<file path="config.mk">
export PLATFORM = sky130hd
export DESIGN_NAME = duart_regif
export DESIGN_NICKNAME = d
export VERILOG_FILES = /design/src/rtl/duart_regif_pkg.sv /design/src/rtl/duart_strobe_sync.sv /design/src/rtl/duart_mode_ptr.sv /design/src/rtl/duart_outport.sv /design/src/rtl/duart_regif.sv
export SDC_FILE = /design/constraint.sdc
export NUM_CORES = 1
export LEC_CHECK = 0
export BUFFER_PORTS_ARGS = -buffer_cell sky130_fd_sc_hd__buf_2
export CAP_MARGIN = 20
export CORE_MARGIN = 10
export CORE_UTILIZATION = 47
export CTS_BUF_LIST = sky130_fd_sc_hd__clkbuf_8
export CTS_CLUSTER_DIAMETER = 120
export CTS_CLUSTER_SIZE = 20
export DETAILED_ROUTE_END_ITERATION = 6
export GPL_TIMING_DRIVEN = 1
export PLACE_DENSITY = 0.82
export SKIP_CTS_REPAIR_TIMING = 1
export SYNTH_ARGS = -nofsm -noshare
export SYNTH_HDL_FRONTEND = slang
export SYNTH_SLANG_ARGS = --single-unit
export TNS_END_PERCENT = 5
</file>
<file path="constraint.sdc">
create_clock -name clk -period 4.25 [get_ports clk]
set_input_delay 0.425 -clock clk [delete_from_list [all_inputs] [get_ports clk]]
set_output_delay 0.425 -clock clk [all_outputs]
set_load 0.05 [all_outputs]
</file>
<file path="src/rtl/duart_regif_pkg.sv">
package duart_regif_pkg;
  localparam logic [3:0] AD_MODE_A = 4'h0;
  localparam logic [3:0] AD_CSR_A  = 4'h1;
  localparam logic [3:0] AD_CMD_A  = 4'h2;
  localparam logic [3:0] AD_DAT_A  = 4'h3;
  localparam logic [3:0] AD_AUX    = 4'h4;
  localparam logic [3:0] AD_IRQ    = 4'h5;
  localparam logic [3:0] AD_CNT_HI = 4'h6;
  localparam logic [3:0] AD_CNT_LO = 4'h7;
  localparam logic [3:0] AD_MODE_B = 4'h8;
  localparam logic [3:0] AD_CSR_B  = 4'h9;
  localparam logic [3:0] AD_CMD_B  = 4'hA;
  localparam logic [3:0] AD_DAT_B  = 4'hB;
  localparam logic [3:0] AD_RSVD   = 4'hC;
  localparam logic [3:0] AD_PINS   = 4'hD;
  localparam logic [3:0] AD_SET    = 4'hE;
  localparam logic [3:0] AD_CLR    = 4'hF;

  // Offsets inside one channel's block of four addresses
  localparam logic [1:0] CH_MODE = 2'd0;
  localparam logic [1:0] CH_CSR  = 2'd1;
  localparam logic [1:0] CH_CMD  = 2'd2;
  localparam logic [1:0] CH_DAT  = 2'd3;

  // Command field value that returns the mode pointer to byte 1
  localparam logic [2:0] CMD_PTR_HOME = 3'b001;
endpackage

</file>
<file path="src/rtl/duart_strobe_sync.sv">
module duart_strobe_sync #(
  parameter int unsigned STAGES = 2
) (
  input  logic clk,
  input  logic rst_n,
  input  logic strobe_n,
  output logic pulse
);
  logic [STAGES-1:0] sh;
  logic              prev;

  always_ff @(posedge clk or negedge rst_n) begin
    if (!rst_n) begin
      sh   <= '0;
      prev <= 1'b0;
    end else begin
      sh   <= {sh[STAGES-2:0], ~strobe_n};
      prev <= sh[STAGES-1];
    end
  end

  assign pulse = sh[STAGES-1] & ~prev;
endmodule

</file>
<file path="src/rtl/duart_mode_ptr.sv">
module duart_mode_ptr #(
  parameter int unsigned DW = 8
) (
  input  logic          clk,
  input  logic          rst_n,
  input  logic          access,
  input  logic          wr_en,
  input  logic          ptr_home,
  input  logic [DW-1:0] wdata,
  output logic [DW-1:0] mr1,
  output logic [DW-1:0] mr2,
  output logic          at_mr2,
  output logic [DW-1:0] rd_val
);
  always_ff @(posedge clk or negedge rst_n) begin
    if (!rst_n) begin
      mr1    <= '0;
      mr2    <= '0;
      at_mr2 <= 1'b0;
    end else begin
      if (wr_en) begin
        if (at_mr2) mr2 <= wdata;
        else        mr1 <= wdata;
      end
      if (ptr_home)    at_mr2 <= 1'b0;
      else if (access) at_mr2 <= 1'b1;
    end
  end

  assign rd_val = at_mr2 ? mr2 : mr1;
endmodule

</file>
<file path="src/rtl/duart_outport.sv">
module duart_outport #(
  parameter int unsigned DW = 8
) (
  input  logic          clk,
  input  logic          rst_n,
  input  logic          set_en,
  input  logic          clr_en,
  input  logic [DW-1:0] mask,
  output logic [DW-1:0] q
);
  always_ff @(posedge clk or negedge rst_n) begin
    if (!rst_n)      q <= '0;
    else if (set_en) q <= q | mask;
    else if (clr_en) q <= q & ~mask;
  end
endmodule

</file>
<file path="src/rtl/duart_regif.sv">
module duart_regif
  import duart_regif_pkg::*;
#(
  parameter int unsigned DW          = 8,
  parameter int unsigned PIN_W       = 7,
  parameter int unsigned SYNC_STAGES = 2
) (
  input  logic                clk,
  input  logic                rst_n,
  input  logic [3:0]          addr,
  input  logic                rd_n,
  input  logic                wr_n,
  input  logic [DW-1:0]       wdata,
  output logic [DW-1:0]       rdata,
  input  logic [1:0][DW-1:0]  stat_in,
  input  logic [1:0][DW-1:0]  rxd_in,
  input  logic [DW-1:0]       ipchg_in,
  input  logic [DW-1:0]       irq_stat_in,
  input  logic [DW-1:0]       cnt_hi_in,
  input  logic [DW-1:0]       cnt_lo_in,
  input  logic [PIN_W-1:0]    pins_in,
  output logic [1:0][DW-1:0]  mode1_q,
  output logic [1:0][DW-1:0]  mode2_q,
  output logic [1:0][DW-1:0]  clksel_q,
  output logic [DW-1:0]       acr_q,
  output logic [DW-1:0]       imr_q,
  output logic [DW-1:0]       preset_hi_q,
  output logic [DW-1:0]       preset_lo_q,
  output logic [DW-1:0]       opcfg_q,
  output logic [DW-1:0]       opout_q,
  output logic [1:0]          cmd_stb,
  output logic [1:0][DW-1:0]  cmd_q,
  output logic [1:0]          tx_stb,
  output logic [1:0][DW-1:0]  txd_q,
  output logic [1:0]          rx_pop,
  output logic                cnt_start,
  output logic                cnt_stop
);
  localparam int unsigned NCH = 2;

  logic rd_p, wr_p;
  logic [NCH-1:0]         ptr_at2;
  logic [NCH-1:0][DW-1:0] mode_rd;
  logic [DW-1:0]          rd_mux;

  duart_strobe_sync #(.STAGES(SYNC_STAGES)) u_rd_sync (
    .clk(clk), .rst_n(rst_n), .strobe_n(rd_n), .pulse(rd_p)
  );
  duart_strobe_sync #(.STAGES(SYNC_STAGES)) u_wr_sync (
    .clk(clk), .rst_n(rst_n), .strobe_n(wr_n), .pulse(wr_p)
  );

  // Per-channel register block: address bit 3 picks the channel, bit 2 low
  for (genvar c = 0; c < NCH; c++) begin : g_ch
    logic          in_blk;
    logic          mode_acc;
    logic          home;
    logic [DW-1:0] csr_r, cmd_r, txd_r;
    logic          cmd_p, tx_p, rx_p;

    assign in_blk   = (addr[3] == 1'(c)) && !addr[2];
    assign mode_acc = in_blk && (addr[1:0] == CH_MODE) && (rd_p || wr_p);
    assign home     = in_blk && (addr[1:0] == CH_CMD) && wr_p &&
                      (wdata[6:4] == CMD_PTR_HOME);

    duart_mode_ptr #(.DW(DW)) u_mode (
      .clk(clk), .rst_n(rst_n),
      .access(mode_acc), .wr_en(mode_acc && wr_p), .ptr_home(home),
      .wdata(wdata),
      .mr1(mode1_q[c]), .mr2(mode2_q[c]),
      .at_mr2(ptr_at2[c]), .rd_val(mode_rd[c])
    );

    always_ff @(posedge clk or negedge rst_n) begin
      if (!rst_n) begin
        csr_r <= '0;
        cmd_r <= '0;
        txd_r <= '0;
        cmd_p <= 1'b0;
        tx_p  <= 1'b0;
        rx_p  <= 1'b0;
      end else begin
        cmd_p <= in_blk && wr_p && (addr[1:0] == CH_CMD);
        tx_p  <= in_blk && wr_p && (addr[1:0] == CH_DAT);
        rx_p  <= in_blk && rd_p && (addr[1:0] == CH_DAT);
        if (in_blk && wr_p) begin
          case (addr[1:0])
            CH_CSR:  csr_r <= wdata;
            CH_CMD:  cmd_r <= wdata;
            CH_DAT:  txd_r <= wdata;
            default: ;
          endcase
        end
      end
    end

    assign clksel_q[c] = csr_r;
    assign cmd_q[c]    = cmd_r;
    assign txd_q[c]    = txd_r;
    assign cmd_stb[c]  = cmd_p;
    assign tx_stb[c]   = tx_p;
    assign rx_pop[c]   = rx_p;
  end

  // Shared registers and counter commands
  always_ff @(posedge clk or negedge rst_n) begin
    if (!rst_n) begin
      acr_q       <= '0;
      imr_q       <= '0;
      preset_hi_q <= '0;
      preset_lo_q <= '0;
      opcfg_q     <= '0;
      cnt_start   <= 1'b0;
      cnt_stop    <= 1'b0;
    end else begin
      cnt_start <= rd_p && (addr == AD_SET);
      cnt_stop  <= rd_p && (addr == AD_CLR);
      if (wr_p) begin
        case (addr)
          AD_AUX:    acr_q       <= wdata;
          AD_IRQ:    imr_q       <= wdata;
          AD_CNT_HI: preset_hi_q <= wdata;
          AD_CNT_LO: preset_lo_q <= wdata;
          AD_PINS:   opcfg_q     <= wdata;
          default:   ;
        endcase
      end
    end
  end

  duart_outport #(.DW(DW)) u_outport (
    .clk(clk), .rst_n(rst_n),
    .set_en(wr_p && (addr == AD_SET)),
    .clr_en(wr_p && (addr == AD_CLR)),
    .mask(wdata), .q(opout_q)
  );

  // Read data selection; reserved and command-only addresses give zero
  always_comb begin
    case (addr)
      AD_MODE_A: rd_mux = mode_rd[0];
      AD_CSR_A:  rd_mux = stat_in[0];
      AD_DAT_A:  rd_mux = rxd_in[0];
      AD_AUX:    rd_mux = ipchg_in;
      AD_IRQ:    rd_mux = irq_stat_in;
      AD_CNT_HI: rd_mux = cnt_hi_in;
      AD_CNT_LO: rd_mux = cnt_lo_in;
      AD_MODE_B: rd_mux = mode_rd[1];
      AD_CSR_B:  rd_mux = stat_in[1];
      AD_DAT_B:  rd_mux = rxd_in[1];
      AD_PINS:   rd_mux = DW'(pins_in);
      default:   rd_mux = '0;
    endcase
  end

  always_ff @(posedge clk or negedge rst_n) begin
    if (!rst_n)    rdata <= '0;
    else if (rd_p) rdata <= rd_mux;
  end
endmodule

</file>
; After elaboration in Yosys (flattened, before gate mapping)
; Cells that the tools add are included.
[classes]
n_eq_ne = 16
n_mux = 9
bitwise = 12
n_reduce_logical = 50
[ops]
columns = cell, n
row1 = $pmux 8 s11, 1
row2 = $mux 8, 4
row3 = $reduce_and 2->1, 15
row4 = $logic_and 1x1->1, 28
row5 = $eq 4x4->1 const B, 6
row6 = $eq 4x3->1 const B, 4
row7 = $and 8x8->8, 1
row8 = $not 8->8, 1
row9 = $or 8x8->8, 1
row10 = $not 1->1, 7
row11 = $reduce_bool 2->1, 3
row12 = $eq 2x2->1 const B, 2
row13 = $eq 4x1->1 const B, 1
row14 = $eq 4x2->1 const B, 1
row15 = $logic_not 4->1, 1
row16 = $mux 1, 4
row17 = $eq 3x1->1 const B, 1
row18 = $and 1x1->1, 2
row19 = $eq 2x1->1 const B, 1
row20 = $logic_not 2->1, 1
row21 = $logic_not 1->1, 1
row22 = $logic_or 1x1->1, 1
[totals]
regBits = 152
in_bits = 87
out_inout_bits = 144
elab_cells = 118

; Logic depth before layout (Yosys ltp)
; Gate-level depths: netlist of run 1.
[logic_depth]
ltp_word = 6
depth_mapped = 7
depth_no_buf = 5

; By module
; A second synthesis of run 1 with hierarchy kept.
[unflattened]
cells_unflattened = 515
hier_area_um2 = 7075.5
[modules_own_cells]
columns = module, n_inst, cells_each, area_each_um2, seq_area_each_um2
row1 = duart_regif, 1, 385, 5121.2, 2602.5
row2 = duart_mode_ptr, 2, 47, 728.2, 425.4
row3 = duart_outport, 1, 26, 312.8, 200.2
row4 = duart_strobe_sync, 2, 5, 92.6, 75.1

; Worst setup path before layout of run 1
; OpenSTA, ideal clock, no wires.
[synth_timing]
path_type = in2reg
from = in addr[1]
to = reg rdata[0]
setup_time_ps = 131
t_arrival_ps = 1605
required_ps = 4119
slack_ps = 2514
path_stages = 6
path_buffers = 2
cell_sequence = buf_2 buf_6 mux2_2 a222oi_1 a2bb2oi_1 o21ai_1
[synth_between]
elab_chain_len = 2
elab_cells_between_ends = 12
cone_classes = eq/ne: 10 / mux: 1 / reduce/logical: 1
[synth_rtl]
columns = element, line
row1 = from (decl), duart_regif.sv:10  ; input logic [3:0] addr,
row2 = "$eq 4x4->1, or another cell as far along", duart_regif.sv:140  ; case (addr)
row3 = $pmux 8 s11 *, duart_regif.sv:140
row4 = to (signal assigned), duart_regif.sv:158  ; else if (rd_p) rdata <= rd_mux;
row5 = to (decl), duart_regif.sv:14  ; output logic [DW-1:0] rdata,
; Mark *: on every way between the ends. The rest lies on a longest branch, timed or not.
; A chain may end at the register's enable or synchronous reset.

; Final worst setup path of run 1
[layout_timing]
from = in addr[2]
to = reg acr_q[5]
[layout_between]
elab_chain_len = 2
[layout_rtl]
columns = element, line
row1 = $eq 4x3->1, duart_regif.sv:119  ; case (addr)
row2 = $reduce_and 2->1 (no line), -
row3 = to (signal assigned), duart_regif.sv:120  ; AD_AUX: acr_q <= wdata;
row4 = to (decl), duart_regif.sv:25  ; output logic [DW-1:0] acr_q,
; Every way passes these cells.

==> results of run 1 <==
-- report_power, final --
group          internal (mW)  switching (mW)
Combinational          0.383            1.25
Sequential              1.70           0.161
Clock                  0.648           0.533
-- state kept, by name (all words and copies together) (netlist names), 8 cells and up, named ones only --
signal           cells
g_ch.u_mode.mr1     16
imr_q                8
rdata                8
acr_q                8
preset_lo_q          8
g_ch.txd_r          16
preset_hi_q          8
g_ch.cmd_r          16
g_ch.u_mode.mr2     16
opcfg_q              8
g_ch.csr_r          16
-- worst paths after layout --
kind | end | slack (ps) | cells past startpoint
worst max-delay path | acr_q[5]$_DFFE_PN0P_ | 1860 | 4
worst min-delay path | opcfg_q[0]$_DFFE_PN0P_ | 90 | 1
worst max register to register | g_ch[0].csr_r[4]$_DFFE_PN0P_ | 2160 | 4
worst min register to register | u_rd_sync.sh[1]$_DFF_PN0_ | 360 | 0
max in group asynchronous | g_ch[1].cmd_r[7]$_DFFE_PN0P_ | 3260 | 2
min in group clk | u_rd_sync.sh[0]$_DFF_PN0_ | 100 | 2
-- per-layer routing --
metal | part of all wire (%) | wire length (um) | track usage, % | vias to the layer above
li1 | - | - | - | 2327
met1 | 41 | 8760 | 25.3 | 2630
met2 | 48 | 10200 | 34.0 | 226
met3 | 9.5 | 2040 | 8.21 | 26
met4 | 1.8 | 377 | 7.50 | 0
met5 | 0 | 0 | 0 | -
-- cell families (layout without fill, tap and decap cells) --
logic type,count (synthesis),in the layout
AOI/OAI and AO/OA,54,54
buffers and inverters,54,278
DFF,152,152
muxes,159,159
and+or+nand+nor,107,107
-- metrics by stage --
stage          cell area (um^2)  std cells  hold slack, ps  util (%)
2_1_floorplan              6910        526             129         -
3_3_place_gp               8120        903             334      56.1
3_5_place_dp               8120        903             337      56.1
4_1_cts                    8550        934            87.2      59.0
5_1_grt                    8550        934            79.4      59.0
6_report                   8550        934            87.0      59.0
-- cells in the final DEF (no fill, tap or decap), types with 4 or more instances in the layout --
cell type	Yosys	layout
a21oi_1	10	10
a22o_1	4	4
and3_1	6	6
buf_2	17	229
bufinv_16	0	4
clkbuf_8	0	18
dfrtp_1	152	152
inv_1	10	11
inv_2	4	4
mux2_1	124	124
mux2_2	9	9
mux2i_1	26	26
nand2_1	22	22
nand2b_1	8	8
nand3_1	10	10
nand3b_1	6	6
nor2_1	8	8
nor2_4	4	4
nor2b_1	6	6
nor3_1	4	4
o21ai_1	5	5
-- area by class of cell --
class	count	area (um^2)	area share [%]
Multi-Input combinational cell	320	2860	33.4
Clock inverter	13	180	2.11
Timing Repair Buffer	233	1180	13.8
Inverter	14	52.6	0.615
Tap cell	184	230	2.69
Sequential cell	152	3800	44.5
Clock buffer	18	248	2.90
==> flow_summary_export.csv, run 1 <==
group,metric,value,unit
die,die_x,141,um
worst_setup_path,worstPathCellList,"buf_2 -> nor2b_1 -> nand3_1 -> mux2_1",
sta,finalCriticalPeriod,2390,ps
power,p_leak,4.53,nW
routing,drc,0,
sta,slew_headroom,35.3,%
finish,nFillCells,1172,
synthesis,synthSimpleGateAreaFrac,10.0,%
clock_tree,cts_tree,"done",
synthesis,syn-cell-area,0.00691,mm^2
synthesis,ys_warn_count,0,
finish,drive_gt1_share,39.3,%
routing,dr.pass1.iters,4,
worst_setup_path,path_buf_inv,1,
clock_tree,clkTransAtPathRegs,80,ps
routing,ant_nets,0,
clock_tree,clk-insertion-delay-late,450,ps
flow_run,drv_cap,0,
worst_setup_path,cp_slowest_stage_delay,820,ps
power,powerDensity,546,mW/mm^2
synthesis,synth_area_leader_cell,"dfrtp_1",
clock_tree,clock_sinks,152,
finish,area_growth_syn_to_layout,23.7,%
synthesis,ys_types,63,
synthesis,synth_edf_count,0,
synthesis,muxShareOfSynthArea,25.4,%
finish,diodes,0,
clock_tree,h-tree-depth,4,
synthesis,synth-async-reset-ratio,100,%
synthesis,synth_xor_area_share,0,%
synthesis,synthAdderAreaFrac,0,%
routing,via_count,5209,
clock_tree,clockBufferDepth,2,
grt,grt_max_degree,109,
sta,setup_ws,1860,ps
worst_setup_path,cp_max_fo,32,
routing,drtIter0Drc,241,
worst_setup_path,cpMaxStageDelayCell,"nor2b_1",
synthesis,synth_common_cells,"152 x dfrtp_1, 124 x mux2_1, 26 x mux2i_1, 22 x nand2_1, 17 x buf_2",
sta,rsz0062_at_grt,"no",
routing,viasPerCell,5.58,
worst_setup_path,crit_path_start,"addr[2]",
sta,tns,0,ps
die,die_h,141,um
synthesis,synth-compound-area-share,5.85,%
sta,fmax,419,MHz
grt,antenna_found_initial,0,
die,io_pins,231,
placement,gp_congestion,0.883,
worst_setup_path,start_kind,"primary input",
die,start_util,47.7,%
synthesis,synth_top_family_by_area,"multiplexers",
clock_tree,ctsRootBufferMaster,"clkbuf_8",
grt,grt_usage,21.2,%
sta,tightest_slew,971,ps
placement,portBuffers,230,
sta,skew,9.68,ps
synthesis,yosysSeqAreaShare,55.0,%
grt,grt_pass1_vias,5501,
worst_setup_path,cpLargestDelayFamily,"simple AND/OR/NAND/NOR gates",
sta,maxSlewViolCount,0,
placement,dp_hpwl,15.6,mm
grt,grt_overflow,0,
worst_setup_path,arrival,2720,ps
synthesis,synthFlopType,"dfrtp_1",
worst_setup_path,path_class,"primary input to flip-flop",
routing,routed_wirelength,21.4,mm
synthesis,synth_top_cell_area_share,55.0,%
synthesis,yosys.cell_count.top_type,"dfrtp_1",
synthesis,syn_avg_cell_area,13.1,um^2
routing,wl_per_cell,22.9,um
clock_tree,cts_buffers,17,
min_path,hp-class,"primary input to async pin",
sta,final-hold-violation-count,0,
die,coreArea,0.0145,mm^2
synthesis,synthTopCellsByArea,"dfrtp_1 55%, mux2_1 20%, mux2i_1 3.8%",
synthesis,yosys_register_bits,152,
grt,grt_pass1_wl,32.8,mm
synthesis,syn_inst,526,
finish,nets,825,
worst_setup_path,required,4580,ps
worst_setup_path,end_kind,"flip-flop",
die,die_area,0.0200,mm^2
placement,place_ws,1370,ps
sta,final-setup-viol-count,0,
sta,post-route-period-util,56.2,%
power,totalPowerFinal,4.67,mW
die,rows,44,
worst_setup_path,r2r_start,"u_wr_sync.prev$_DFF_PN0_",
status,status,"finished, final reports clean",
synthesis,syn-num-nets,613,
power,irDropWorstVdd,423,uV
(Power assumes the default switching activity.)
==> run 2, diff against run 1 <==
==> constraint.sdc (replaced) <==
create_clock -name clk -period 2.4 [get_ports clk]
set_input_delay 0.24 -clock clk [delete_from_list [all_inputs] [get_ports clk]]
set_output_delay 0.24 -clock clk [all_outputs]
set_load 0.05 [all_outputs]
==> run 2 against run 1 <==
Flip-flop and latch count stayed put. Via count is 0.42% higher. Hold slack better by 70 ps. Non-clock buffer count is 10 higher. First-iteration DRC count is 20% higher. Combinational power is 78% higher. Clock power is 83% higher. Register-to-register slack worse by 1800 ps. Critical path type unchanged. Largest cell class unchanged.
==> flow_summary_export.csv, run 2 (synthesis results as in run 1) <==
group,metric,value,unit
power,totalPowerFinal,8.36,mW
power,irDropWorstVdd,696,uV
sta,skew,10.4,ps
finish,final_cell_mix,"229 x buf_2, 152 x dfrtp_1, 124 x mux2_1",
clock_tree,clockBufferDepth,2,
worst_setup_path,cpMaxStageDelayCell,"nor2b_1",
finish,diodes,0,
routing,drtIter0Drc,288,
power,seqPwrFrac,39.4,%
min_path,hp-class,"primary input to flip-flop",
routing,wl_per_cell,22.8,um
die,die_h,141,um
die,start_util,47.7,%
placement,dp_hpwl,16.0,mm
finish,final_common_cell,"buf_2",
die,rows,44,
worst_setup_path,required,2720,ps
grt,grt_overflow,0,
sta,finalCriticalPeriod,2010,ps
sta,rsz0062_at_grt,"no",
worst_setup_path,path_depth,4,
routing,drc,0,
worst_setup_path,path_class,"primary input to flip-flop",
power,comb_power_share,34.7,%
die,io_pins,231,
worst_setup_path,cpLargestDelayFamily,"simple AND/OR/NAND/NOR gates",
die,die_area,0.0200,mm^2
grt,grt_pass1_vias,5610,
min_path,hold_depth,2,
die,coreArea,0.0145,mm^2
finish,nets,835,
routing,via_count,5231,
sta,maxSlewViolCount,0,
routing,routed_wirelength,21.6,mm
placement,portBuffers,230,
clock_tree,cts_buffers,17,
clock_tree,clock_sinks,152,
clock_tree,clkTransAtPathRegs,80,ps
status,status,"finished, final reports clean",
power,p_switching,3.50,mW
finish,area_growth_syn_to_layout,25.3,%
worst_setup_path,worstPathCellList,"buf_2 -> nor2b_1 -> nand3_1 -> mux2_1",
finish,instances_no_fill,945,
flow_run,drv_cap,0,
clock_tree,ctsRootBufferMaster,"clkbuf_8",
worst_setup_path,r2r_cells,4,
sta,final-setup-viol-count,0,
finish,nFillCells,1218,
worst_setup_path,reg2reg_slack,400,ps
sta,post-route-period-util,83.6,%
worst_setup_path,r2r_start,"u_wr_sync.prev$_DFF_PN0_",
finish,drive_gt1_share,39.8,%
sta,fmax,498,MHz
clock_tree,clk-insertion-delay-late,450,ps
routing,dr.pass1.iters,4,
worst_setup_path,crit_path_start,"addr[2]",
power,p_int,4.86,mW
power,p_clk_share,25.9,%
sta,whs,157,ps
routing,ant_nets,0,
worst_setup_path,cp_slowest_stage_delay,760,ps
clock_tree,h-tree-depth,4,
worst_setup_path,path_buf_inv,1,
grt,grt_pass1_wl,33.2,mm
power,p_sw_share,41.8,%
sta,slew_headroom,40.4,%
worst_setup_path,r2r-end,"preset_hi_q[5]$_DFFE_PN0P_",
grt,antenna_found_initial,0,
power,p_leak,4.59,nW
sta,final-hold-violation-count,0,
power,powerDensity,965,mW/mm^2
routing,viasPerCell,5.54,
placement,gp_congestion,0.891,
worst_setup_path,arrival,2330,ps
worst_setup_path,cp_max_fo,16,
die,die_x,141,um
worst_setup_path,worstSetupEndpoint,"acr_q[5]$_DFFE_PN0P_",
placement,dp.cells,910,
clock_tree,cts_tree,"done",
worst_setup_path,start_kind,"primary input",
sta,tightest_slew,892,ps
worst_setup_path,end_kind,"flip-flop",
grt,grt_max_degree,67,
grt,grt_usage,21.3,%
[run 2: cell types whose count changed in the layout (fill, tap and decap cells not counted), sizes merged]
cell | previous run | this run
buf | 233 | 240
clkinv | 6 | 4
dlygate4sd3 | 0 | 3
inv | 15 | 18
[run 2: power by group through the flow]
stage               clock (mW)  combinational (mW)  sequential (mW)
floorplan                    0               0.555             4.81
global placement             0                2.88             3.31
detailed placement           0                2.92             3.34
CTS                       2.20                2.92             3.30
global route              2.32                3.02             3.36
finish                    2.16                2.90             3.30
[run 2: worst min path at each step]
| stage | slack (ps) | startpoint | end |
|---|---|---|---|
| after floorplan | -60 | rst_n | async pin |
| final | 160 | addr[3] | rdata[6]$_DFFE_PN0P_ |
| after detailed placement | 280 | rst_n | acr_q[2]$_DFFE_PN0P_ |
| after global placement | 280 | rst_n | acr_q[1]$_DFFE_PN0P_ |
| after global routing | 170 | addr[3] | rdata[6]$_DFFE_PN0P_ |
| after CTS | -200 | rst_n | imr_q[6]$_DFFE_PN0P_ |
[run 2: routing by layer]
layer | GRT usage [%] | vias up | part of all wire, %
met2 | 34.4 | 206 | 48
met4 | 6.09 | 0 | 1.8
met5 | 0 | - | 0
li1 | - | 2360 | -
met3 | 9.21 | 27 | 9.6
met1 | 25.2 | 2638 | 41
[run 2: final cells by class]
class | count | area [um^2] | share of cell area [%]
Clock buffer | 18 | 248 | 2.86
Clock inverter | 14 | 196 | 2.27
Multi-Input combinational cell | 320 | 2860 | 33.0
Timing Repair Buffer | 243 | 1270 | 14.7
Tap cell | 184 | 230 | 2.66
Sequential cell | 152 | 3800 | 43.9
Inverter | 14 | 52.6 | 0.607
[run 2: per-stage QoR]
stage / setup TNS (ps) / instance area, um^2 / worst slack [ps] / util (%)
finish: 0 / 8660 / 394 / 59.8
floorplan: 0 / 6910 / 849 / -
global placement: 0 / 8190 / 75.4 / 56.5
detailed placement: -149 / 8190 / -36.5 / 56.5
global route: 0 / 8660 / 275 / 59.8
CTS: 0 / 8630 / 391 / 59.6
==> run 3, diff against run 2 <==
--- a/config.mk
+++ b/config.mk
@@ -14,7 +14,7 @@
 export CTS_CLUSTER_SIZE = 20
 export DETAILED_ROUTE_END_ITERATION = 6
 export GPL_TIMING_DRIVEN = 1
-export PLACE_DENSITY = 0.82
+export PLACE_DENSITY = 0.85
 export SKIP_CTS_REPAIR_TIMING = 1
 export SYNTH_ARGS = -nofsm -noshare
 export SYNTH_HDL_FRONTEND = slang
==> constraint.sdc (replaced) <==
create_clock -name clk -period 1.74 [get_ports clk]
set_input_delay 0.174 -clock clk [delete_from_list [all_inputs] [get_ports clk]]
set_output_delay 0.174 -clock clk [all_outputs]
set_load 0.05 [all_outputs]
==> run 3 against run 2 <==
Non-clock buffer count increased by 25. Register-to-register slack got worse by 330 ps. Cell area increased by 2.1%. Clock power increased by 27%. Worst setup slack got worse by 320 ps. Total power increased by 36%. Global-route usage increased by 0.40 points. First-iteration DRC count decreased by 27%. Count of clock-buffer cells in the layout decreased by 1. Sequential share of layout area decreased by 0.89 points. Largest cell class unchanged. Largest power group unchanged.
==> flow_summary_export.csv, run 3 (synthesis results as in run 1) <==
group,metric,value,unit
status,status,"finished, final reports clean",
sta,fmax,599,MHz
die,die_h,141,um
sta,final-hold-violation-count,0,
clock_tree,h-tree-depth,4,
finish,fin_area,0.00884,mm^2
routing,drtIter0Drc,209,
routing,via_count,5350,
worst_setup_path,cp_slowest_stage_delay,410,ps
worst_setup_path,required,2070,ps
flow_run,drv_cap,0,
finish,drive_gt1_share,42.1,%
clock_tree,cts_buffers,17,
sta,slew_headroom,67.9,%
die,die_x,141,um
routing,dr.pass1.iters,4,
clock_tree,clock_sinks,152,
routing,viasPerCell,5.52,
die,io_pins,231,
sta,maxSlewViolCount,0,
sta,finalCriticalPeriod,1670,ps
clock_tree,cts_tree,"done",
worst_setup_path,arrival,2000,ps
routing,drc,0,
worst_setup_path,cpLargestDelayFamily,"simple AND/OR/NAND/NOR gates",
placement,place_ws,-3.65,ps
clock_tree,clkTransAtPathRegs,80,ps
worst_setup_path,start_kind,"flip-flop",
routing,wl_per_cell,22.7,um
worst_setup_path,path_buf_inv,0,
power,p_leak,4.70,nW
placement,portBuffers,230,
grt,grt_pass1_wl,33.5,mm
placement,gp_congestion,0.921,
routing,routed_wirelength,22.0,mm
worst_setup_path,worstPathCellList,"nand2b_1 -> nor2_1 -> nand2_1 -> mux2_1",
finish,area_growth_syn_to_layout,27.9,%
sta,setup_ws,71.0,ps
finish,nets,860,
power,powerDensity,1290,mW/mm^2
finish,final_common_cell,"buf_2",
placement,dpl_cell_area,0.00841,mm^2
grt,grt_overflow,0,
worst_setup_path,path_class,"flip-flop to flip-flop",
finish,diodes,0,
placement,dp.cells,935,
sta,final-setup-viol-count,0,
die,die_area,0.0200,mm^2
grt,grt_usage,21.7,%
clock_tree,clockBufferDepth,2,
finish,instances_no_fill,970,
die,rows,44,
die,start_util,47.7,%
worst_setup_path,cpMaxStageDelayCell,"mux2_1",
clock_tree,ctsRootBufferMaster,"clkbuf_8",
grt,grt_pass1_vias,5738,
worst_setup_path,end_kind,"flip-flop",
power,irDropWorstVdd,907,uV
sta,skew,10.6,ps
grt,grt_max_degree,52,
sta,post-route-period-util,95.9,%
die,coreArea,0.0145,mm^2
finish,final_cell_mix,"229 x buf_2, 151 x dfrtp_1, 124 x mux2_1",
min_path,hp-class,"primary input to flip-flop",
routing,ant_nets,0,
grt,antenna_found_initial,0,
sta,tightest_slew,469,ps
sta,rsz0062_at_grt,"yes",
worst_setup_path,cp_max_fo,8,
clock_tree,clk-insertion-delay-late,460,ps
placement,dp_hpwl,16.5,mm
-- run 3: cell types whose count changed in the layout (fill, tap and decap cells not counted), sizes merged --
cell    before  now
buf        240  265
inv         18   22
bufinv       4    2
clkbuf      18   17
clkinv       4    3
-- run 3: worst paths after layout --
kind	from	end	slack, ps	depth (start not counted)
max in group asynchronous	rst_n	g_ch[1].u_mode.at_mr2$_DFFE_PN0P_	820	3
setup / recovery	u_wr_sync.prev$_DFF_PN0_	g_ch[0].csr_r[5]$_DFFE_PN0P_	70	4
min in group asynchronous	rst_n	acr_q[2]$_DFFE_PN0P_	230	2
hold reg to reg	u_wr_sync.sh[0]$_DFF_PN0_	u_wr_sync.sh[1]$_DFF_PN0_	370	0
hold / removal	addr[3]	rdata[6]$_DFFE_PN0P_	50	2
setup reg to reg	u_wr_sync.prev$_DFF_PN0_	g_ch[0].csr_r[5]$_DFFE_PN0P_	70	4
-- run 3: metrics by stage --
step / setup TNS, ps / hold slack [ps] / total power [mW] / util [%]
6_report: 0 / 49.4 / 11.4 / 61.1
5_1_grt: -29.2 / 41.7 / 11.8 / 61.1
4_1_cts: 0 / -342 / 11.4 / 60.8
3_5_place_dp: -9.21 / 152 / 8.69 / 58.1
3_3_place_gp: 0 / 146 / 8.60 / 58.1
2_1_floorplan: 0 / -122 / 7.40 / -
-- run 3: routing by layer --
layer / wire [um] / share of wire [%] / up-vias / track usage, %
met5: 0 / 0 / - / 0
met4: 472 / 2.1 / 0 / 7.39
met3: 2170 / 9.8 / 31 / 8.81
met2: 10500 / 47 / 229 / 34.6
met1: 8940 / 41 / 2674 / 25.9
li1: - / - / 2416 / -
-- run 3: power by group --
| group | switching, mW | total, mW | internal, mW |
|---|---|---|---|
| registers | 0.388 | 4.53 | 4.14 |
| logic | 3.09 | 4.09 | 1.00 |
| clock network | 1.44 | 2.74 | 1.31 |
| total | 4.92 | 11.4 | 6.45 |
-- run 3: cell type report --
| cell class | count | area, um^2 |
|---|---|---|
| Tap cell | 184 | 230 |
| Clock buffer | 17 | 234 |
| Timing Repair Buffer | 268 | 1500 |
| Sequential cell | 152 | 3800 |
| Multi-Input combinational cell | 320 | 2860 |
| Fill cell | 1145 | 5640 |
| Inverter | 14 | 52.6 |
| Clock inverter | 15 | 163 |
